[config.mk]
export PLATFORM = sky130hd
export DESIGN_NAME = edge_mask_unit
export DESIGN_NICKNAME = d
export VERILOG_FILES = /design/src/rtl/edge_mask_pkg.sv /design/src/rtl/edge_mask_gen.sv /design/src/rtl/edge_block_match.sv /design/src/rtl/edge_flag_calc.sv /design/src/rtl/edge_mask_unit.sv
export SDC_FILE = /design/constraint.sdc
export NUM_CORES = 1
export LEC_CHECK = 0
export ABC_AREA = 1
export BUFFER_PORTS_ARGS = -buffer_cell sky130_fd_sc_hd__buf_2
export CAP_MARGIN = 30
export CORE_MARGIN = 8
export CORE_UTILIZATION = 56
export DETAILED_ROUTE_END_ITERATION = 7
export MAX_ROUTING_LAYER = met4
export PLACE_DENSITY = 0.86
export SLEW_MARGIN = 0
export SYNTH_ARGS = -nofsm -noshare
export SYNTH_HDL_FRONTEND = slang
export SYNTH_SLANG_ARGS = --single-unit
[constraint.sdc]
create_clock -name clk -period 3.3 [get_ports clk]
set_clock_uncertainty 0.05 [all_clocks]
set_input_delay 0.33 -clock clk [delete_from_list [all_inputs] [get_ports clk]]
set_output_delay 0.33 -clock clk [all_outputs]
set_load 0.01 [all_outputs]
[src/rtl/edge_mask_pkg.sv]
package edge_mask_pkg;

    localparam int ADDR_W     = 64;
    localparam int HALF_W     = ADDR_W / 2;
    localparam int BLK_BITS   = 3;
    localparam int MASK_W     = 1 << BLK_BITS;
    localparam int NUM_WIDTHS = 3;

    typedef enum logic [1:0] {
        ELEM_BYTE  = 2'd0,
        ELEM_HALF  = 2'd1,
        ELEM_WORD  = 2'd2,
        ELEM_RSVD  = 2'd3
    } elem_w_e;

    typedef struct packed {
        elem_w_e width;
        logic    little;
        logic    keep_cc;
        logic    bad;
    } edge_op_t;

    typedef struct packed {
        logic n;
        logic z;
        logic v;
        logic c;
    } cc_t;

    function automatic edge_op_t decode_sel(input logic [3:0] sel);
        edge_op_t d;
        d.width   = elem_w_e'(sel[3:2]);
        d.little  = sel[1];
        d.keep_cc = sel[0];
        d.bad     = (sel[3:2] == ELEM_RSVD);
        return d;
    endfunction

endpackage

[src/rtl/edge_mask_gen.sv]
module edge_mask_gen
    import edge_mask_pkg::*;
#(
    parameter int BLK = BLK_BITS,
    parameter int NW  = NUM_WIDTHS
) (
    input  elem_w_e                width,
    input  logic                   little,
    input  logic [BLK-1:0]         first_lo,
    input  logic [BLK-1:0]         last_lo,
    output logic [(1<<BLK)-1:0]    lead_mask,
    output logic [(1<<BLK)-1:0]    trail_mask
);
    localparam int MW = 1 << BLK;

    logic [MW-1:0] lead_c  [NW];
    logic [MW-1:0] trail_c [NW];

    for (genvar w = 0; w < NW; w++) begin : g_width
        localparam int N = MW >> w;
        logic [BLK-1:0] fi, li;
        logic [MW-1:0]  be_lead, be_trail, le_lead, le_trail;

        always_comb begin
            fi       = first_lo >> w;
            li       = last_lo >> w;
            be_lead  = '0;
            be_trail = '0;
            le_lead  = '0;
            le_trail = '0;
            for (int e = 0; e < N; e++) begin
                be_lead[e]  = (e >= int'(fi));
                be_trail[e] = (e <= int'(li));
                le_lead[e]  = (e <= N - 1 - int'(fi));
                le_trail[e] = (e >= N - 1 - int'(li));
            end
        end

        assign lead_c[w]  = little ? le_lead  : be_lead;
        assign trail_c[w] = little ? le_trail : be_trail;
    end

    always_comb begin
        lead_mask  = '0;
        trail_mask = '0;
        for (int w = 0; w < NW; w++) begin
            if (int'(width) == w) begin
                lead_mask  = lead_c[w];
                trail_mask = trail_c[w];
            end
        end
    end

endmodule

[src/rtl/edge_block_match.sv]
module edge_block_match #(
    parameter int DW  = 64,
    parameter int NWD = 32,
    parameter int BLK = 3
) (
    input  logic [DW-1:0] a,
    input  logic [DW-1:0] b,
    input  logic          narrow,
    output logic          same_blk
);
    logic lo_eq, hi_eq;

    assign lo_eq    = (a[NWD-1:BLK] == b[NWD-1:BLK]);
    assign hi_eq    = (a[DW-1:NWD] == b[DW-1:NWD]);
    assign same_blk = lo_eq & (narrow | hi_eq);

endmodule

[src/rtl/edge_flag_calc.sv]
module edge_flag_calc
    import edge_mask_pkg::*;
#(
    parameter int DW = ADDR_W
) (
    input  logic [DW-1:0] a,
    input  logic [DW-1:0] b,
    output cc_t           cc_full,
    output cc_t           cc_half
);
    cc_t lane_cc [2];

    for (genvar g = 0; g < 2; g++) begin : g_lane
        localparam int W = DW >> g;
        logic [W:0] diff;

        assign diff = {1'b0, a[W-1:0]} - {1'b0, b[W-1:0]};
        assign lane_cc[g].c = diff[W];
        assign lane_cc[g].n = diff[W-1];
        assign lane_cc[g].z = (diff[W-1:0] == '0);
        assign lane_cc[g].v = (a[W-1] ^ b[W-1]) & (diff[W-1] ^ a[W-1]);
    end

    assign cc_full = lane_cc[0];
    assign cc_half = lane_cc[1];

endmodule

[src/rtl/edge_mask_unit.sv]
module edge_mask_unit
    import edge_mask_pkg::*;
#(
    parameter int DATA_W = ADDR_W,
    parameter int NARROW = HALF_W,
    parameter int BLK    = BLK_BITS
) (
    input  logic              clk,
    input  logic              rst,
    input  logic              op_valid,
    input  logic [3:0]        op_sel,
    input  logic [DATA_W-1:0] addr_a,
    input  logic [DATA_W-1:0] addr_b,
    input  logic              narrow_addr,
    output logic              res_valid,
    output logic [DATA_W-1:0] mask_out,
    output logic              flags_wr,
    output logic [3:0]        flags64,
    output logic [3:0]        flags32,
    output logic              bad_op
);
    localparam int MW = 1 << BLK;

    edge_op_t      op;
    logic [MW-1:0] lead_m, trail_m, edge_m;
    logic          same_blk;
    cc_t           cc_full, cc_half;

    assign op = decode_sel(op_sel);

    edge_mask_gen #(.BLK(BLK), .NW(NUM_WIDTHS)) u_gen (
        .width      (op.width),
        .little     (op.little),
        .first_lo   (addr_a[BLK-1:0]),
        .last_lo    (addr_b[BLK-1:0]),
        .lead_mask  (lead_m),
        .trail_mask (trail_m)
    );

    edge_block_match #(.DW(DATA_W), .NWD(NARROW), .BLK(BLK)) u_match (
        .a        (addr_a),
        .b        (addr_b),
        .narrow   (narrow_addr),
        .same_blk (same_blk)
    );

    edge_flag_calc #(.DW(DATA_W)) u_flags (
        .a       (addr_a),
        .b       (addr_b),
        .cc_full (cc_full),
        .cc_half (cc_half)
    );

    always_comb begin
        if (op.bad)
            edge_m = '0;
        else if (same_blk)
            edge_m = lead_m & trail_m;
        else
            edge_m = lead_m;
    end

    always_ff @(posedge clk) begin
        if (rst) begin
            res_valid <= 1'b0;
            mask_out  <= '0;
            flags_wr  <= 1'b0;
            flags64   <= '0;
            flags32   <= '0;
            bad_op    <= 1'b0;
        end else begin
            res_valid <= op_valid;
            if (op_valid) begin
                mask_out <= {{(DATA_W-MW){1'b0}}, edge_m};
                flags_wr <= ~op.keep_cc & ~op.bad;
                flags64  <= cc_full;
                flags32  <= cc_half;
                bad_op   <= op.bad;
            end else begin
                flags_wr <= 1'b0;
            end
        end
    end

endmodule

==> results of run 1 <==
## cell type report
| type | count | area share |
|---|---|---|
| multi-input combinational | 1192 | 0.664 |
| clock buffer | 3 | 0.00873 |
| timing repair buffer | 158 | 0.0932 |
| tap | 180 | 0.0262 |
| sequential | 19 | 0.0443 |
| clock inverter | 1 | 0.000582 |
| inverter | 373 | 0.163 |
## state kept, by name, summed over array words and instances (netlist names)
signal     cells
bad_op         1
flags32        4
flags64        4
flags_wr       1
mask_out       8
res_valid      1
## where the power goes
part / switching [uW] / total (uW) / internal [uW]
clock: 88.5 / 251 / 162
sequential: 5.83 / 248 / 242
combinational: 915 / 1360 / 449
## stage by stage
step / hold slack (ps) / worst slack [ps] / power [uW] / instances
2_1_floorplan: 358 / 879 / 1220 / 1645
3_3_place_gp: 398 / 284 / 1560 / 1922
3_5_place_dp: 401 / 273 / 1570 / 1922
4_1_cts: 191 / 516 / 1820 / 1926
5_1_grt: 200 / 214 / 2030 / 1926
6_report: 192 / 494 / 1860 / 1926
## worst min path at each step
stage                              from  slack [ps]                       end
3_3_place_gp   mask_out[6]$_SDFFE_PP0P_         400  mask_out[6]$_SDFFE_PP0P_
3_5_place_dp   mask_out[6]$_SDFFE_PP0P_         400  mask_out[6]$_SDFFE_PP0P_
2_1_floorplan                 op_sel[0]         360       flags_wr$_SDFF_PP0_
6_report                      op_sel[0]         190       flags_wr$_SDFF_PP0_
5_1_grt                       op_sel[0]         200       flags_wr$_SDFF_PP0_
4_1_cts                       op_sel[0]         190       flags_wr$_SDFF_PP0_
## placed cells by master (no fill, tap or decap), types with 2 or more instances in the layout
master	n
nand2_1	581
inv_1	369
buf_2	154
nor2_1	151
nand3_1	96
a21oi_1	86
ha_1	64
conb_1	56
o21ai_0	34
nand4_1	20
dfxtp_1	19
nand2_2	17
nor3_1	15
nor2_2	11
o21bai_1	10
nand3b_1	9
xor2_1	6
and2_1	4
nor3_2	4
buf_4	4
inv_2	3
nor4_1	3
xnor2_1	3
o22ai_1	3
clkbuf_16	3
a21o_1	2
nand3_2	2
a31oi_1	2
o211ai_1	2
a311oi_1	2
## critical path, stage by stage
cell and delay (ps):
buf_2 100, inv_1 50, ha_1 240, fa_1 390
inv_1 140, nand3_1 140, nand2_1 170, nand2_1 110
nand2_2 100, nand2_1 80, nand2_2 80, nand2_2 70
nand2_2 120, nand2_1 70, nand2_1 60, nand2_1 40
nor2_1 120, nand3_1 130, nor2_1 100, nand3_1 80
nor2_1 100, nor2_1 50, nor2_1 70
## cells by family (layout without fill, tap and decap cells)
| group | count (synthesis) | in the layout | share of synthesized area |
|---|---|---|---|
| buf+inv | 434 | 535 | 0.238 |
| compound gates | 147 | 147 | 0.104 |
| xor+xnor | 9 | 9 | 0.0102 |
| other cells | 1 | 56 | 0.000486 |
| fa+ha+maj | 65 | 65 | 0.106 |
| simple gates | 915 | 915 | 0.491 |
| flops | 19 | 19 | 0.0492 |
## routing by layer
| layer | wire [um] | global-route usage |
|---|---|---|
| met4 | 581 | 0.0661 |
| met5 | 0 | - |
| met3 | 2510 | 0.0452 |
| met2 | 12300 | 0.495 |
| met1 | 12300 | 0.397 |
## Yosys cell counts, types with 2 or more instances
library cell,n,area share
nor3_2,4,0.0052
nand3b_1,9,0.0087
and2_1,4,0.0032
nand4_1,20,0.016
o21bai_1,10,0.0097
xnor2_1,3,0.0034
nand3_2,2,0.0026
inv_1,369,0.18
a311oi_1,2,0.0023
a21o_1,2,0.0019
nor2_2,11,0.0089
o22ai_1,3,0.0024
a21oi_1,86,0.056
ha_1,64,0.10
a31oi_1,2,0.0016
nand3_1,96,0.062
nand2_2,17,0.014
xor2_1,6,0.0068
nand2_1,581,0.28
inv_2,3,0.0015
o211ai_1,2,0.0019
dfxtp_1,19,0.049
buf_4,56,0.054
nor2_1,151,0.073
clkbuf_1,4,0.0019
nor4_1,3,0.0024
nor3_1,15,0.0097
o21ai_0,34,0.022
==> results.json, run 1 <==
{
  "status": "complete, no violations",
  "ir_drop_v": 0.000162,
  "cts_sinks": 19,
  "post-route-cell-area_mm2": 0.00860,
  "row_count": 43,
  "drt-vias-per-instance": 5.12,
  "ctsHoldBuffers": 0,
  "synth_seq_area_share": 0.0492,
  "htree_levels": 1,
  "timing.rr.start": "flags32[3]$_SDFFE_PP0P_",
  "grt_antenna_before_repair": 0,
  "place_hpwl_um": 24800,
  "reg2reg_setup_slack_ps": 2500,
  "syn_area_mm2": 0.00772,
  "cp-endpoint": "flags64[2]$_SDFFE_PP0P_",
  "max_cap_viol_count": 0,
  "num_vias": 9852,
  "n_antenna_cell": 0,
  "hold_path_depth": 2,
  "grt_pass1_wl_um": 43700,
  "min_period_ps": 2810,
  "grt_pass1_vias": 8916,
  "cts_buffers": 3,
  "synth-async-reset-ratio": 0,
  "synth_cells": 1590,
  "r2r_end": "flags32[3]$_SDFFE_PP0P_",
  "first_pass_iters": 6,
  "io_buffers": 154,
  "leakage_uw": 0.00565,
  "post_cts_buffers": 0,
  "die_area_mm2": 0.0178,
  "avgSynthCellArea_um2": 4.86,
  "wl_um": 27700,
  "ys_types": 40,
  "die_w_um": 133,
  "drtIter0Drc": 733,
  "startpoint": "addr_a[0]",
  "synth_top_flop_cell": "dfxtp_1",
  "grt_max_degree": 19,
  "arrival_ps": 2940,
  "clk_root_buffer_cell": "clkbuf_16",
  "drc_errors": 0,
  "start_util": 0.565,
  "fmax_ghz": 0.356,
  "yosys_register_bits": 19,
  "setup_viol": 0,
  "pin_count": 211,
  "cts-resized-gates": 0,
  "clk_path_buf_depth": 2,
  "hold_path.class": "in2reg",
  "nFillCells": 1515,
  "cts_tree": "done",
  "rsz0062_at_grt": "false",
  "fin_setup_tns_ps": 0,
  "multi_input_area_mm2": 0.00571,
  "hold_viol": 0,
  "core_mm2": 0.0137,
  "finalNetCount": 1948,
  "ff_latch_area_um2": 380,
  "gp_congestion": 0.998,
  "clk_latency_ps": 250,
  "worstPathRequired_ps": 3440,
  "ant_nets": 0,
  "worst_r2r_path_depth": 3,
  "final_core_utilization": 0.629,
  "dpl_cell_area_mm2": 0.00852,
  "yosysWarnings": 0,
  "overflow": 0,
  "die_h_um": 133,
  "period_share": 0.850,
  "slew_violations": 0,
  "p_per_area_mw_per_mm2": 217,
  "wl_per_cell_um": 14.4,
  "layout-drive-gt1-share": 0.116,
  "area_growth_pct": 11.3,
  "endpoint_kind": "flip-flop",
  "track_usage": 0.307,
  "startpoint_type": "input port",
  "synth-edff-count": 0,
  "clkTransAtPathRegs_ps": 50,
  "crit_fanout": 4,
  "crit_type": "in2reg"
}
Note: power is estimated with default switching activity, not from simulation.
==> run 2, diff against run 1 <==
- REMOVE_ABC_BUFFERS: unset -> 1
==> results.json, run 2 (synthesized netlist as in run 1, its figures left out) <==
{
  "layout_commonest_cell": "nand2_1",
  "wl_per_cell_um": 14.7,
  "reg_top3": "mask_out x8, flags32 x4, flags64 x4",
  "grt_antenna_before_repair": 0,
  "top_register": "mask_out",
  "final_cell_mix": "581 x nand2_1, 369 x inv_1, 154 x buf_2",
  "timing.rr.start": "flags32[3]$_SDFFE_PP0P_",
  "slew_violations": 0,
  "die_w_um": 133,
  "worst_r2r_path_depth": 3,
  "drc_errors": 0,
  "crit_type": "in2reg",
  "nFillCells": 1467,
  "slew_headroom": 0.532,
  "worstPathRequired_ps": 3440,
  "finalNetCount": 1949,
  "tightest_slew_ps": 696,
  "cts_tree": "done",
  "track_usage": 0.311,
  "area_growth_pct": 11.4,
  "die_area_mm2": 0.0178,
  "htree_levels": 1,
  "ir_drop_v": 0.000145,
  "leakage_uw": 0.00566,
  "hold_path_end": "flags_wr$_SDFF_PP0_",
  "die_h_um": 133,
  "hold_viol": 0,
  "arrival_ps": 3010,
  "fin_ws_ps": 429,
  "row_count": 43,
  "rsz0062_at_grt": "false",
  "wl_um": 28200,
  "drt-vias-per-instance": 5.16,
  "grt_pass1_vias": 9133,
  "hold_path.class": "in2reg",
  "hp-start": "op_sel[0]",
  "start_util": 0.565,
  "place_hpwl_um": 25300,
  "period_share": 0.870,
  "max_cap_viol_count": 0,
  "crit_fanout": 5,
  "num_vias": 9939,
  "ctsHoldBuffers": 0,
  "grt_pass1_wl_um": 44400,
  "grt_max_degree": 19,
  "gp_congestion": 1.05,
  "core_mm2": 0.0137,
  "fin_setup_tns_ps": 0,
  "clkTransAtPathRegs_ps": 60,
  "pre_cts_ws_ps": 235,
  "fmax_ghz": 0.348,
  "setup_viol": 0,
  "min_period_ps": 2870,
  "hold_path_depth": 2,
  "clk_root_buffer_cell": "clkbuf_16",
  "clk_path_buf_depth": 2,
  "reg2reg_setup_slack_ps": 2480,
  "clk_latency_ps": 250,
  "ant_nets": 0,
  "cts_sinks": 19,
  "post_cts_buffers": 0,
  "largest_reg_flops": 8,
  "io_buffers": 154,
  "p_per_area_mw_per_mm2": 216,
  "cts_buffers": 3,
  "first_pass_iters": 6,
  "endpoint_kind": "flip-flop",
  "layout-drive-gt1-share": 0.116,
  "status": "complete, no violations",
  "cts-resized-gates": 0,
  "overflow": 0,
  "drtIter0Drc": 979,
  "pin_count": 211,
  "n_antenna_cell": 0,
  "r2r_end": "flags32[3]$_SDFFE_PP0P_",
  "startpoint_type": "input port"
}
run 2: changes by cell type in the layout (fill, tap and decap cells not counted), sizes merged:
cell  before  now
buf      158  159
run 2: final cells by class:
| type | instances | area [um2] | share of cell area |
|---|---|---|---|
| clock buffers | 3 | 75.1 | 0.00873 |
| clock inverters | 1 | 5.00 | 0.000582 |
| inverters | 373 | 1400 | 0.163 |
| multi-input cells | 1192 | 5710 | 0.664 |
| flip-flops and latches | 19 | 380 | 0.0442 |
| well taps | 180 | 225 | 0.0262 |
| repair buffers | 159 | 808 | 0.0939 |
run 2: worst max path at each step:
stage / endpoint / slack [ps] / from
after floorplan: flags64[2]$_SDFFE_PP0P_ / 880 / addr_a[0]
after global placement: flags64[2]$_SDFFE_PP0P_ / 260 / addr_a[0]
after detailed placement: flags64[2]$_SDFFE_PP0P_ / 230 / addr_a[0]
after CTS: flags64[2]$_SDFFE_PP0P_ / 490 / addr_a[0]
after global routing: flags64[2]$_SDFFE_PP0P_ / 170 / addr_a[0]
final: flags64[2]$_SDFFE_PP0P_ / 430 / addr_a[20]
run 2: metrics by stage:
stage | utilization | hold slack (ps) | cells | cell area, um2 | power [uW]
final | 0.630 | 191 | 1927 | 8600 | 1860
after global routing | 0.630 | 195 | 1927 | 8600 | 2040
after CTS | 0.630 | 191 | 1927 | 8600 | 1830
after detailed placement | 0.624 | 405 | 1923 | 8520 | 1570
after global placement | 0.624 | 399 | 1923 | 8520 | 1560
after floorplan | - | 349 | 1584 | 7490 | 1160
run 2: report_power, final:
part | internal (uW) | switching (uW) | leakage (uW)
sequential | 242 | 6.18 | 0.000156
clock | 163 | 89.9 | 0.0000409
combinational | 452 | 909 | 0.00546
run 2: critical path, cell delays in order:
cell and delay (ps):
buf_2 100, ha_1 430, nand2_1 180, nor2_1 220
nand2_1 180, nor2_1 120, nand2_1 130, nand3_1 240
nand2_1 80, nand2_1 90, nand3_1 100, nor2_1 210
nand3_1 130, nor2_2 160, nand3_1 80, nor2_1 100
nor2_1 50, nor2_1 70
run 2: per-layer routing:
layer	vias to the layer above	track usage	wire, um
met1	4303	0.394	11900
met3	64	0.0271	2760
li1	5037	-	-
met2	535	0.512	12700
met4	0	0.0979	839
met5	-	-	0
==> run 3, diff against run 2 <==
- ABC_AREA: 1 -> unset
- BUFFER_PORTS_ARGS: -buffer_cell sky130_fd_sc_hd__buf_2 -> -buffer_cell sky130_fd_sc_hd__buf_4
- CORE_UTILIZATION: 56 -> 53
- PLACE_DENSITY: 0.86 -> 0.85
==> results.json, run 3 <==
{
  "endpoint_kind": "flip-flop",
  "core_mm2": 0.0114,
  "first_pass_iters": 5,
  "clk_path_buf_depth": 2,
  "track_usage": 0.287,
  "area_growth_pct": 41.6,
  "cts_sinks": 19,
  "startpoint_type": "input port",
  "clockPowerShare": 0.120,
  "grt_pass1_vias": 7466,
  "cts_tree": "done",
  "combPwrFrac": 0.760,
  "sw_frac_of_total": 0.457,
  "synth_common_cells": "112 x a21oi_1, 88 x nand2_1, 86 x inv_1",
  "synth_area_leaders": "ha_1 13%, a21oi_1 9.2%, buf_4 6.9%",
  "synth_top_cell_by_area": "ha_1",
  "top_register": "mask_out",
  "crit_fanout": 4,
  "num_vias": 8046,
  "r2r_end": "mask_out[1]$_SDFFE_PP0P_",
  "tightest_slew_ps": 623,
  "setup_viol": 0,
  "place_hpwl_um": 19500,
  "drtIter0Drc": 812,
  "ant_nets": 0,
  "hp-start": "op_sel[0]",
  "synth_top_area_share": 0.131,
  "reg2reg_setup_slack_ps": 2530,
  "hold_path_end": "flags_wr$_SDFF_PP0_",
  "grt_max_degree": 21,
  "synth_top_flop_cell": "dfxtp_1",
  "synth-edff-count": 0,
  "syn_area_mm2": 0.00612,
  "leakage_uw": 0.00417,
  "final_cell_mix": "314 x buf_4, 90 x a21oi_1, 87 x nand2_1",
  "die_w_um": 124,
  "p_per_area_mw_per_mm2": 239,
  "multi_input_area_mm2": 0.00534,
  "drc_errors": 0,
  "layout_commonest_cell": "buf_4",
  "seqPwrFrac": 0.120,
  "hold_viol": 0,
  "layout-drive-gt1-share": 0.324,
  "crit_type": "in2reg",
  "wl_per_cell_um": 17.3,
  "clk_root_buffer_cell": "clkbuf_16",
  "yosys_register_bits": 19,
  "htree_levels": 1,
  "hold_path_depth": 2,
  "fmax_ghz": 0.311,
  "worst_r2r_path_depth": 2,
  "die_h_um": 124,
  "nFillCells": 931,
  "grt_pass1_wl_um": 35400,
  "synth_seq_area_share": 0.0621,
  "min_period_ps": 3210,
  "io_buffers": 154,
  "clk_latency_ps": 250,
  "holdWs_ps": 198,
  "period_share": 0.974,
  "die_area_mm2": 0.0153,
  "ir_drop_v": 0.000286,
  "p_switching_uw": 948,
  "ff_latch_area_um2": 380,
  "start_util": 0.539,
  "wl_um": 23500,
  "overflow": 0,
  "pin_count": 211,
  "synth-async-reset-ratio": 0,
  "arrival_ps": 3360,
  "n_antenna_cell": 0,
  "avgSynthCellArea_um2": 6.42,
  "status": "complete, no violations",
  "max_cap_viol_count": 0,
  "grt_antenna_before_repair": 0,
  "gp_congestion": 1.01,
  "synth.most_common_cell": "a21oi_1",
  "intPower_uw": 1130,
  "yosysWarnings": 0,
  "drt-vias-per-instance": 5.92,
  "slew_headroom": 0.581,
  "final_core_utilization": 0.763,
  "cts_buffers": 3,
  "finalNetCount": 1419,
  "hold_path.class": "in2reg",
  "largest_reg_flops": 8,
  "clkTransAtPathRegs_ps": 50,
  "timing.rr.start": "mask_out[1]$_SDFFE_PP0P_",
  "worstPathRequired_ps": 3440,
  "reg_top3": "mask_out x8, flags32 x4, flags64 x4",
  "row_count": 39,
  "slew_violations": 0,
  "synth_cells": 954,
  "ys_types": 77
}
-- run 3: metal layers --
metal | up-vias | part of all wire | track usage
li1 | 3874 | - | -
met1 | 3717 | 0.43 | 0.377
met2 | 413 | 0.48 | 0.477
met3 | 42 | 0.072 | 0.0164
met4 | 0 | 0.019 | 0.0549
met5 | - | 0 | -
-- run 3: how the worst max path moves through the flow --
stage	end	startpoint	slack (ps)
floorplan	flags64[2]$_SDFFE_PP0P_	addr_a[0]	140
global placement	flags64[2]$_SDFFE_PP0P_	addr_a[0]	-280
detailed placement	flags64[2]$_SDFFE_PP0P_	addr_a[0]	-410
CTS	flags64[2]$_SDFFE_PP0P_	addr_a[0]	30
global route	flags64[2]$_SDFFE_PP0P_	addr_a[0]	-50
finish	flags64[2]$_SDFFE_PP0P_	addr_b[2]	90
-- run 3: area by class of cell --
class                           instances  share of cell area
Multi-Input combinational cell        792               0.615
Tap cell                              143              0.0206
Sequential cell                        19              0.0439
Clock buffer                            4             0.00909
Timing Repair Buffer                  315               0.273
Inverter                               87              0.0379
-- run 3: timing repair --
| action | in CTS | in global routing |
|---|---|---|
| setup buffers | 0 | 7 |
| setup endpoints to repair | 2 | 5 |
| resized for setup | 6 | 71 |
| hold buffers | 0 | 0 |
| cloned | 0 | 0 |
| pin swaps | 1 | 34 |
-- run 3: stage by stage --
stage | instances | cell area, um2 | setup slack (ps) | setup TNS [ps] | total power (uW)
after global placement | 1349 | 8170 | -280 | -691 | 1670
after detailed placement | 1349 | 8170 | -410 | -940 | 1690
final | 1360 | 8670 | 86.2 | 0 | 2080
after CTS | 1353 | 8280 | 28.5 | 0 | 1950
after floorplan | 898 | 5680 | 138 | 0 | 1060
after global routing | 1360 | 8670 | -45.4 | -45.4 | 2210
-- run 3: power groups by stage --
stage	Clock, uW	Sequential, uW	Combinational, uW
after floorplan	0	258	799
final	248	250	1580
after global placement	0	254	1420
after global routing	257	252	1700
after detailed placement	0	255	1430
after CTS	251	250	1450
-- run 3: cell families (layout without fill, tap and decap cells) --
group / after synthesis / in the layout / share of synthesized area
compound gates: 328 / 328 / 0.349
other cells: 1 / 56 / 0.000612
simple gates: 303 / 303 / 0.236
flops: 19 / 19 / 0.0621
buf+inv: 198 / 406 / 0.159
fa+ha+maj: 65 / 65 / 0.134
xor+xnor: 33 / 33 / 0.0472
mux: 7 / 7 / 0.0118
-- run 3: worst max-delay path, stage by stage --
cell and delay (ps):
buf_4 90, inv_2 40, ha_4 290, nand3b_1 170, nand3_2 130, or4b_4 510
a211oi_4 330, o31a_4 240, o21ai_4 90, o31ai_4 280, buf_4 180, a21oi_1 80
a2111oi_2 390, nand4_1 140, nand2_1 70
